`src/rtl/fdr_pkg.sv`:
```
`timescale 1ns/1ps
package fdr_pkg;
  typedef enum logic [2:0] {
    ST_INIT  = 3'd0,
    ST_OFF   = 3'd1,
    ST_DEAD  = 3'd2,
    ST_ON    = 3'd3,
    ST_FAULT = 3'd4
  } fdr_state_e;

  localparam int unsigned SYNC_STAGES = 2;
  localparam int unsigned N_SENSE     = 2;
endpackage

```
`src/rtl/fdr_edge_sync.sv`:
```
`timescale 1ns/1ps
module fdr_edge_sync #(
  parameter int unsigned STAGES = 2
) (
  input  logic clk,
  input  logic rst_n,
  input  logic raw_i,
  output logic event_o
);
  // STAGES synchronizing flops plus one history flop for edge detection
  logic [STAGES:0] shreg;

  always_ff @(posedge clk or negedge rst_n) begin
    if (!rst_n) shreg <= '0;
    else        shreg <= {shreg[STAGES-1:0], raw_i};
  end

  assign event_o = shreg[STAGES-1] & ~shreg[STAGES];

  AST_SINGLE_CYCLE_EVENT: assert property (@(posedge clk) disable iff (!rst_n)
    event_o |=> !event_o);
endmodule

```
`src/rtl/fdr_blank_timer.sv`:
```
`timescale 1ns/1ps
module fdr_blank_timer #(
  parameter int unsigned W = 16
) (
  input  logic         clk,
  input  logic         rst_n,
  input  logic         load_i,
  input  logic [W-1:0] len_i,
  output logic         busy_o
);
  logic [W-1:0] remain;

  always_ff @(posedge clk or negedge rst_n) begin
    if (!rst_n)               remain <= '0;
    else if (load_i)          remain <= len_i;
    else if (remain != '0)    remain <= remain - 1'b1;
  end

  assign busy_o = (remain != '0);

  AST_BLANK_COUNTS_DOWN: assert property (@(posedge clk) disable iff (!rst_n)
    (busy_o && !load_i) |=> (remain == $past(remain) - 1'b1));
endmodule

```
`src/rtl/fdr_seq.sv`:
```
`timescale 1ns/1ps
module fdr_seq
  import fdr_pkg::*;
#(
  parameter int unsigned W = 16
) (
  input  logic         clk,
  input  logic         rst_n,
  input  logic         up_ev_i,
  input  logic         dn_ev_i,
  input  logic         blank_i,
  input  logic [W-1:0] t_init_i,
  input  logic [W-1:0] t_dead_i,
  input  logic [W-1:0] t_maxon_i,
  output logic         mark_o,
  output logic         cap_sel_o,
  output logic         gate_o,
  output logic         fault_o
);
  fdr_state_e   st;
  logic [W-1:0] cnt;
  logic [W:0]   cnt_inc;
  logic         up_ok, dn_ok, dead_done, on_expired, init_done;

  assign cnt_inc    = {1'b0, cnt} + 1'b1;
  assign up_ok      = up_ev_i & ~blank_i;
  assign dn_ok      = dn_ev_i & ~blank_i;
  assign init_done  = (cnt >= t_init_i);
  assign dead_done  = (cnt_inc >= {1'b0, t_dead_i});
  assign on_expired = (cnt_inc >= {1'b0, t_maxon_i});

  always_ff @(posedge clk or negedge rst_n) begin
    if (!rst_n) begin
      st  <= ST_INIT;
      cnt <= '0;
    end else begin
      case (st)
        ST_INIT: begin
          if (init_done) begin st <= ST_OFF; cnt <= '0; end
          else cnt <= cnt_inc[W-1:0];
        end
        ST_OFF: begin
          if (up_ok) begin st <= ST_DEAD; cnt <= '0; end
        end
        ST_DEAD: begin
          if (dead_done) begin st <= ST_ON; cnt <= '0; end
          else cnt <= cnt_inc[W-1:0];
        end
        ST_ON: begin
          if (dn_ok)           begin st <= ST_OFF;   cnt <= '0; end
          else if (on_expired) begin st <= ST_FAULT; cnt <= '0; end
          else cnt <= cnt_inc[W-1:0];
        end
        ST_FAULT: st <= ST_FAULT;
        default:  st <= ST_FAULT;
      endcase
    end
  end

  // a blanking window opens whenever the capacitor switch or the gate changes
  always_comb begin
    mark_o = 1'b0;
    case (st)
      ST_OFF:  mark_o = up_ok;
      ST_DEAD: mark_o = dead_done;
      ST_ON:   mark_o = dn_ok | on_expired;
      default: mark_o = 1'b0;
    endcase
  end

  assign cap_sel_o = (st == ST_DEAD) || (st == ST_ON);
  assign gate_o    = (st == ST_ON);
  assign fault_o   = (st == ST_FAULT);

  AST_GATE_AFTER_CAP: assert property (@(posedge clk) disable iff (!rst_n)
    $rose(gate_o) |-> $past(cap_sel_o));
  AST_CAP_DROP_GATE_OFF: assert property (@(posedge clk) disable iff (!rst_n)
    $fell(cap_sel_o) |-> !gate_o);
  AST_WRONG_POLARITY_OFF: assert property (@(posedge clk) disable iff (!rst_n)
    (st == ST_OFF && dn_ev_i && !up_ev_i) |=> (st == ST_OFF));
  AST_BLANK_HOLDS_OFF: assert property (@(posedge clk) disable iff (!rst_n)
    (st == ST_OFF && blank_i) |=> (st != ST_DEAD));
  AST_FAULT_FROM_ON: assert property (@(posedge clk) disable iff (!rst_n)
    $rose(fault_o) |-> ($past(gate_o) && !gate_o));
  AST_FAULT_STICKY: assert property (@(posedge clk) disable iff (!rst_n)
    fault_o |=> fault_o);
  AST_DEAD_NOT_RESTARTED: assert property (@(posedge clk) disable iff (!rst_n)
    (st == ST_DEAD && !dead_done) |=> (st == ST_DEAD && cnt == $past(cnt) + 1'b1));
endmodule

```
`src/rtl/fdr_responder.sv`:
```
`timescale 1ns/1ps
module fdr_responder
  import fdr_pkg::*;
#(
  parameter int unsigned CNT_W = 16
) (
  input  logic             clk,
  input  logic             rst_n,
  input  logic             sense_up_i,
  input  logic             sense_dn_i,
  input  logic [CNT_W-1:0] t_init_i,
  input  logic [CNT_W-1:0] t_mask_i,
  input  logic [CNT_W-1:0] t_dead_i,
  input  logic [CNT_W-1:0] t_maxon_i,
  output logic             cap_sel_o,
  output logic             gate_o,
  output logic             fault_o
);
  logic [N_SENSE-1:0] raw, ev;
  logic               blank, mark;

  assign raw = {sense_dn_i, sense_up_i};

  for (genvar g = 0; g < N_SENSE; g++) begin : g_sense
    fdr_edge_sync #(.STAGES(SYNC_STAGES)) u_sync (
      .clk     (clk),
      .rst_n   (rst_n),
      .raw_i   (raw[g]),
      .event_o (ev[g])
    );
  end

  fdr_blank_timer #(.W(CNT_W)) u_blank (
    .clk    (clk),
    .rst_n  (rst_n),
    .load_i (mark),
    .len_i  (t_mask_i),
    .busy_o (blank)
  );

  fdr_seq #(.W(CNT_W)) u_seq (
    .clk       (clk),
    .rst_n     (rst_n),
    .up_ev_i   (ev[0]),
    .dn_ev_i   (ev[1]),
    .blank_i   (blank),
    .t_init_i  (t_init_i),
    .t_dead_i  (t_dead_i),
    .t_maxon_i (t_maxon_i),
    .mark_o    (mark),
    .cap_sel_o (cap_sel_o),
    .gate_o    (gate_o),
    .fault_o   (fault_o)
  );

  AST_RESET_OUTPUTS_QUIET: assert property (@(posedge clk)
    !rst_n |-> (!cap_sel_o && !gate_o && !fault_o));
endmodule

```
`config.mk`:
```
export PLATFORM = sky130hd
export DESIGN_NAME = fdr_responder
export DESIGN_NICKNAME = d
export VERILOG_FILES = /design/src/rtl/fdr_pkg.sv /design/src/rtl/fdr_edge_sync.sv /design/src/rtl/fdr_blank_timer.sv /design/src/rtl/fdr_seq.sv /design/src/rtl/fdr_responder.sv
export SDC_FILE = /design/constraint.sdc
export NUM_CORES = 1
export LEC_CHECK = 0
export ABC_AREA = 0
export BUFFER_PORTS_ARGS = -buffer_cell sky130_fd_sc_hd__buf_4
export CORE_MARGIN = 2
export CORE_UTILIZATION = 50
export CTS_CLUSTER_DIAMETER = 120
export DETAILED_ROUTE_END_ITERATION = 8
export GPL_ROUTABILITY_DRIVEN = 1
export GPL_TIMING_DRIVEN = 0
export PLACE_DENSITY = 0.73
export SKIP_CTS_REPAIR_TIMING = 1
export SLEW_MARGIN = 0
export SYNTH_ARGS = -nofsm -noshare
export SYNTH_HDL_FRONTEND = slang
export SYNTH_SLANG_ARGS = --single-unit
```
`constraint.sdc`:
```
create_clock -name clk -period 8.15 [get_ports clk]
set_clock_uncertainty 0.2 [all_clocks]
set_input_delay 1.2225 -clock clk [delete_from_list [all_inputs] [get_ports clk]]
set_output_delay 1.2225 -clock clk [all_outputs]
set_load 0.03 [all_outputs]
```
==> implementation parameters <==
Parameter                              Value

Global routing
  First-pass GRT wire length ... between 15 and 20 mm
  Maximum number of pins on one net before global-route repair ... 42
  GRT Overall Usage ... 0.228
  Vias in the first global route ... 3,284
  Congestion Overflow GR ... 0
  Number of antenna violations at the first check in global routing ... 0

Yosys
  Number of warnings printed during yosys synthesis ... 0
  Flip-flop cell with the highest count after synthesis ... sky130_fd_sc_hd__dfrtp_1
  Share of synthesized area occupied by flip-flops and latches ... 0.265
  Synthesized instance count ... approximately 430
  Async SR Flop Fraction ... 1.00
  Number of enable flip-flop cells after synthesis ... 0
  Register bit count reported by yosys ... between 40 and 50
  Net count after synthesis ... roughly 550
  Mean instance size in the synthesized netlist ... between 9 and 10 um^2
  Count of unique library cells instantiated by Yosys ... between 50 and 60
  Netlist area before placement ... ~3900 um^2

Layout
  Fraction of layout cells with a size suffix above 1 ... 0.244
  Area of all placed cells without fillers ... between 4000 and 5000 um^2
  Inserted Diodes ... 0
  Most common cell after layout, fill and taps aside ... sky130_fd_sc_hd__buf_4
  Filler Cell Count ... between 600 and 700
  Post-layout net count ... between 600 and 700
  Most frequent cells in the layout ... sky130_fd_sc_hd__buf_4 (72), sky130_fd_sc_hd__inv_1 (53), sky130_fd_sc_hd__ha_1 (50), sky130_fd_sc_hd__dfrtp_1 (41), sky130_fd_sc_hd__xnor2_1 (32)
  Layout overhead on the synthesized area ... 19.9%

Floorplanning
  Effective utilization at floorplan ... 0.509
  # IOs ... 71
  Floorplan die width ... 92.0 um
  Count of standard-cell rows ... 32
  Die height ... between 90 and 100 um
  Die outline area ... 8460 um^2
  Core ar. ... approximately 7600 um^2

Flow run
  Maximum capacitance violations ... 0

Route
  Detailed-router iteration count before antenna repair ... 4
  Aggregate routed wire length ... between 9 and 10 mm
  Post-route ant nets ... 0
  Via-to-Cell Ratio ... 5.47
  Vias ... around 3,300
  Detailed Route Iter0 Violations ... around 250
  Avg WL per Cell ... between 15 and 20 um
  DRC ... 0

Min path
  Worst hold path class ... register to register
  Worst hold path stage count ... 0

STA
  Portion of the clock cycle consumed by the worst path in the final layout ... 0.558
  Shortest period the worst path allows ... ~4500 ps
  Normalized max-slew margin ... 0.382
  Final count of negative-setup-slack endpoints ... 0
  Highest attainable clock frequency ... ~0.22 GHz
  Final setup slack of the worst path ... roughly 3600 ps
  Pin slew with the least headroom to its limit ... 925 ps
  Number of endpoints with negative hold slack in the final report ... 0
  Setup repair after global routing missed its margin ... no
  Fin Setup TNS ... 0 ps
  Final hold slack ... approximately 150 ps
  Count of final max-slew check failures ... 0

Setup path
  Maximum fanout encountered on the critical timing path ... 10
  Cell repeated most along the worst path ... sky130_fd_sc_hd__ha_1
  Crit path cell chain ... ha_1 > nand2_1 > nor4_2 > nand3_1 > xnor2_1 > ha_1 > nand4_1 > nor4_1 > a221oi_1 > o22ai_1 > nor4_4 > buf_6 > mux2_4
  CP endpoint kind ... register
  Max incr delay on CP ... 600 ps
  Reg2reg path depth ... 13
  Startpoint kind of the worst setup timing path ... register
  Critical path data arrival time ... 4520 ps
  Critical setup path kind ... register to register
  Crit path max-delay cell type ... sky130_fd_sc_hd__nor4_4
  Required time of the worst setup path ... roughly 8100 ps

Place
  Detailed placement HPWL ... roughly 7.3 mm
  Post-placement setup slack ... between 3000 and 4000 ps
  RD Place Congestion ... between 0.8 and 0.9
  Count of buffers inserted at the top-level ports ... 70
  Total cell area at the placement stage ... 4520 um^2

Pwr
  Pwr/cell area ... around 180 nW/um^2
  Max rail drop VDD ... 163 uV
  Leakage power figure ... around 2.3 nW

Clocking
  Clk slew on worst S/H paths ... roughly 80 ps
  Root buffer selected by CTS ... sky130_fd_sc_hd__clkbuf_8
  CTS buffer count ... 5
  CTS sink count ... 41
  Maximum level of the CTS H-tree ... 2
  Clock tree from TritonCTS ... done
  Clk buf depth ... 2
  Worst-Skew Late Latency ... about 300 ps

Run status
  Outcome ... finished clean
worst max-delay path, delay by kind of cell, from the launching register on:
| kind | cells | cell delay [ps] |
|---|---|---|
| AO/OA/AOI/OAI | 2 | 550 |
| XOR/XNOR | 1 | 270 |
| adder cells (fa/ha/maj) | 2 | 640 |
| buffers and inverters | 1 | 270 |
| flip-flops | 1 | 580 |
| multiplexers | 1 | 310 |
| AND/OR/NAND/NOR | 6 | 1600 |
metrics by stage:
step / utilization / power (mW) / cells
floorplan: - / 0.551 / 427
global placement: 0.595 / 0.646 / 599
detailed placement: 0.595 / 0.659 / 599
CTS: 0.610 / 0.832 / 607
global route: 0.610 / 0.896 / 607
finish: 0.610 / 0.828 / 607
path summary, 6_finish.rpt:
path / startpoint / to / slack (ps)
max in group asynchronous: rst_n / u_blank.remain[2] / 6680
min in group asynchronous: rst_n / g_sense[0].u_sync.shreg[1] / 700
max reg2reg: u_seq.cnt[0] / u_blank.remain[5] / 3610
min: g_sense[0].u_sync.shreg[0] / g_sense[0].u_sync.shreg[1] / 150
min reg2reg: g_sense[0].u_sync.shreg[0] / g_sense[0].u_sync.shreg[1] / 150
max: u_seq.cnt[0] / u_blank.remain[5] / 3610
kinds of logic (layout without fill, tap and decap cells):
group           count (synthesis)  count (layout)  share of synthesized area
simple gates                  137             137                      0.217
compound gates                 75              75                      0.131
buf+inv                        65             143                     0.0701
fa+ha+maj                      50              50                      0.162
flops                          41              41                      0.265
xor+xnor                       39              39                     0.0882
mux                            20              20                     0.0672
state kept, by name, summed over array words and instances, names as in the netlist:
register / cells
u_seq.st: 3
u_seq.cnt: 16
u_blank.remain: 16
g_sense.u_sync.shreg: 6
final cells by class:
class                      instances  area (um^2)  area share
sequential                        41         1030       0.221
timing repair buffer              70          526       0.113
buffer                            12         72.6      0.0156
multi-input combinational        321         2570       0.555
clock inverter                     1         30.0     0.00647
tap                              102          128      0.0275
clock buffer                       7         86.3      0.0186
inverter                          53          199      0.0429
metal layers:
layer / part of all wire / global-route usage / vias to the layer above / wire [um]
met1: 0.47 / 0.322 / 1542 / 4290
met4: 0.012 / 0.0510 / 0 / 106
met5: 0 / 0 / - / 0
met3: 0.050 / 0.0337 / 9 / 456
met2: 0.47 / 0.373 / 86 / 4260
li1: - / - / 1685 / -
cells in the mapped netlist, types with 2 or more instances:
master | instances | area share
sky130_fd_sc_hd__nor4_4 | 3 | 0.016
sky130_fd_sc_hd__clkbuf_1 | 3 | 0.0029
sky130_fd_sc_hd__a211o_1 | 2 | 0.0045
sky130_fd_sc_hd__dfrtp_1 | 41 | 0.27
sky130_fd_sc_hd__or4_1 | 3 | 0.0058
sky130_fd_sc_hd__a31oi_1 | 19 | 0.031
sky130_fd_sc_hd__o21ai_0 | 11 | 0.014
sky130_fd_sc_hd__xor2_1 | 7 | 0.016
sky130_fd_sc_hd__a221oi_1 | 3 | 0.0068
sky130_fd_sc_hd__nor3_4 | 3 | 0.013
sky130_fd_sc_hd__buf_2 | 3 | 0.0039
sky130_fd_sc_hd__nand2b_1 | 4 | 0.0065
sky130_fd_sc_hd__nor3b_1 | 4 | 0.0078
sky130_fd_sc_hd__nand4_1 | 11 | 0.018
sky130_fd_sc_hd__inv_1 | 53 | 0.051
sky130_fd_sc_hd__mux2_4 | 10 | 0.039
sky130_fd_sc_hd__nor4_1 | 6 | 0.0097
sky130_fd_sc_hd__o2111ai_1 | 2 | 0.0045
sky130_fd_sc_hd__nand2_1 | 26 | 0.025
sky130_fd_sc_hd__a21o_1 | 6 | 0.012
sky130_fd_sc_hd__ha_1 | 50 | 0.16
sky130_fd_sc_hd__nor2_1 | 28 | 0.027
sky130_fd_sc_hd__buf_4 | 2 | 0.0039
sky130_fd_sc_hd__nor2b_1 | 5 | 0.0081
sky130_fd_sc_hd__and3_1 | 5 | 0.0081
sky130_fd_sc_hd__nor3_1 | 7 | 0.0090
sky130_fd_sc_hd__a41oi_1 | 2 | 0.0045
sky130_fd_sc_hd__a211oi_1 | 3 | 0.0058
sky130_fd_sc_hd__nor3_2 | 7 | 0.018
sky130_fd_sc_hd__buf_6 | 2 | 0.0058
sky130_fd_sc_hd__mux2i_1 | 2 | 0.0052
sky130_fd_sc_hd__and2_1 | 2 | 0.0032
sky130_fd_sc_hd__xnor2_1 | 32 | 0.072
sky130_fd_sc_hd__a21oi_1 | 16 | 0.021
sky130_fd_sc_hd__mux2_2 | 8 | 0.023
sky130_fd_sc_hd__nand3_1 | 16 | 0.021
report_power, final:
group | switching [mW] | internal [mW] | total [mW] | leakage [nW]
Clock | 0.0711 | 0.0999 | 0.171 | 0.0585
Sequential | 0.0610 | 0.246 | 0.307 | 0.511
Combinational | 0.177 | 0.173 | 0.350 | 1.72
Total | 0.309 | 0.519 | 0.828 | 2.29
No activity file was read; power rests on OpenSTA's default activity.
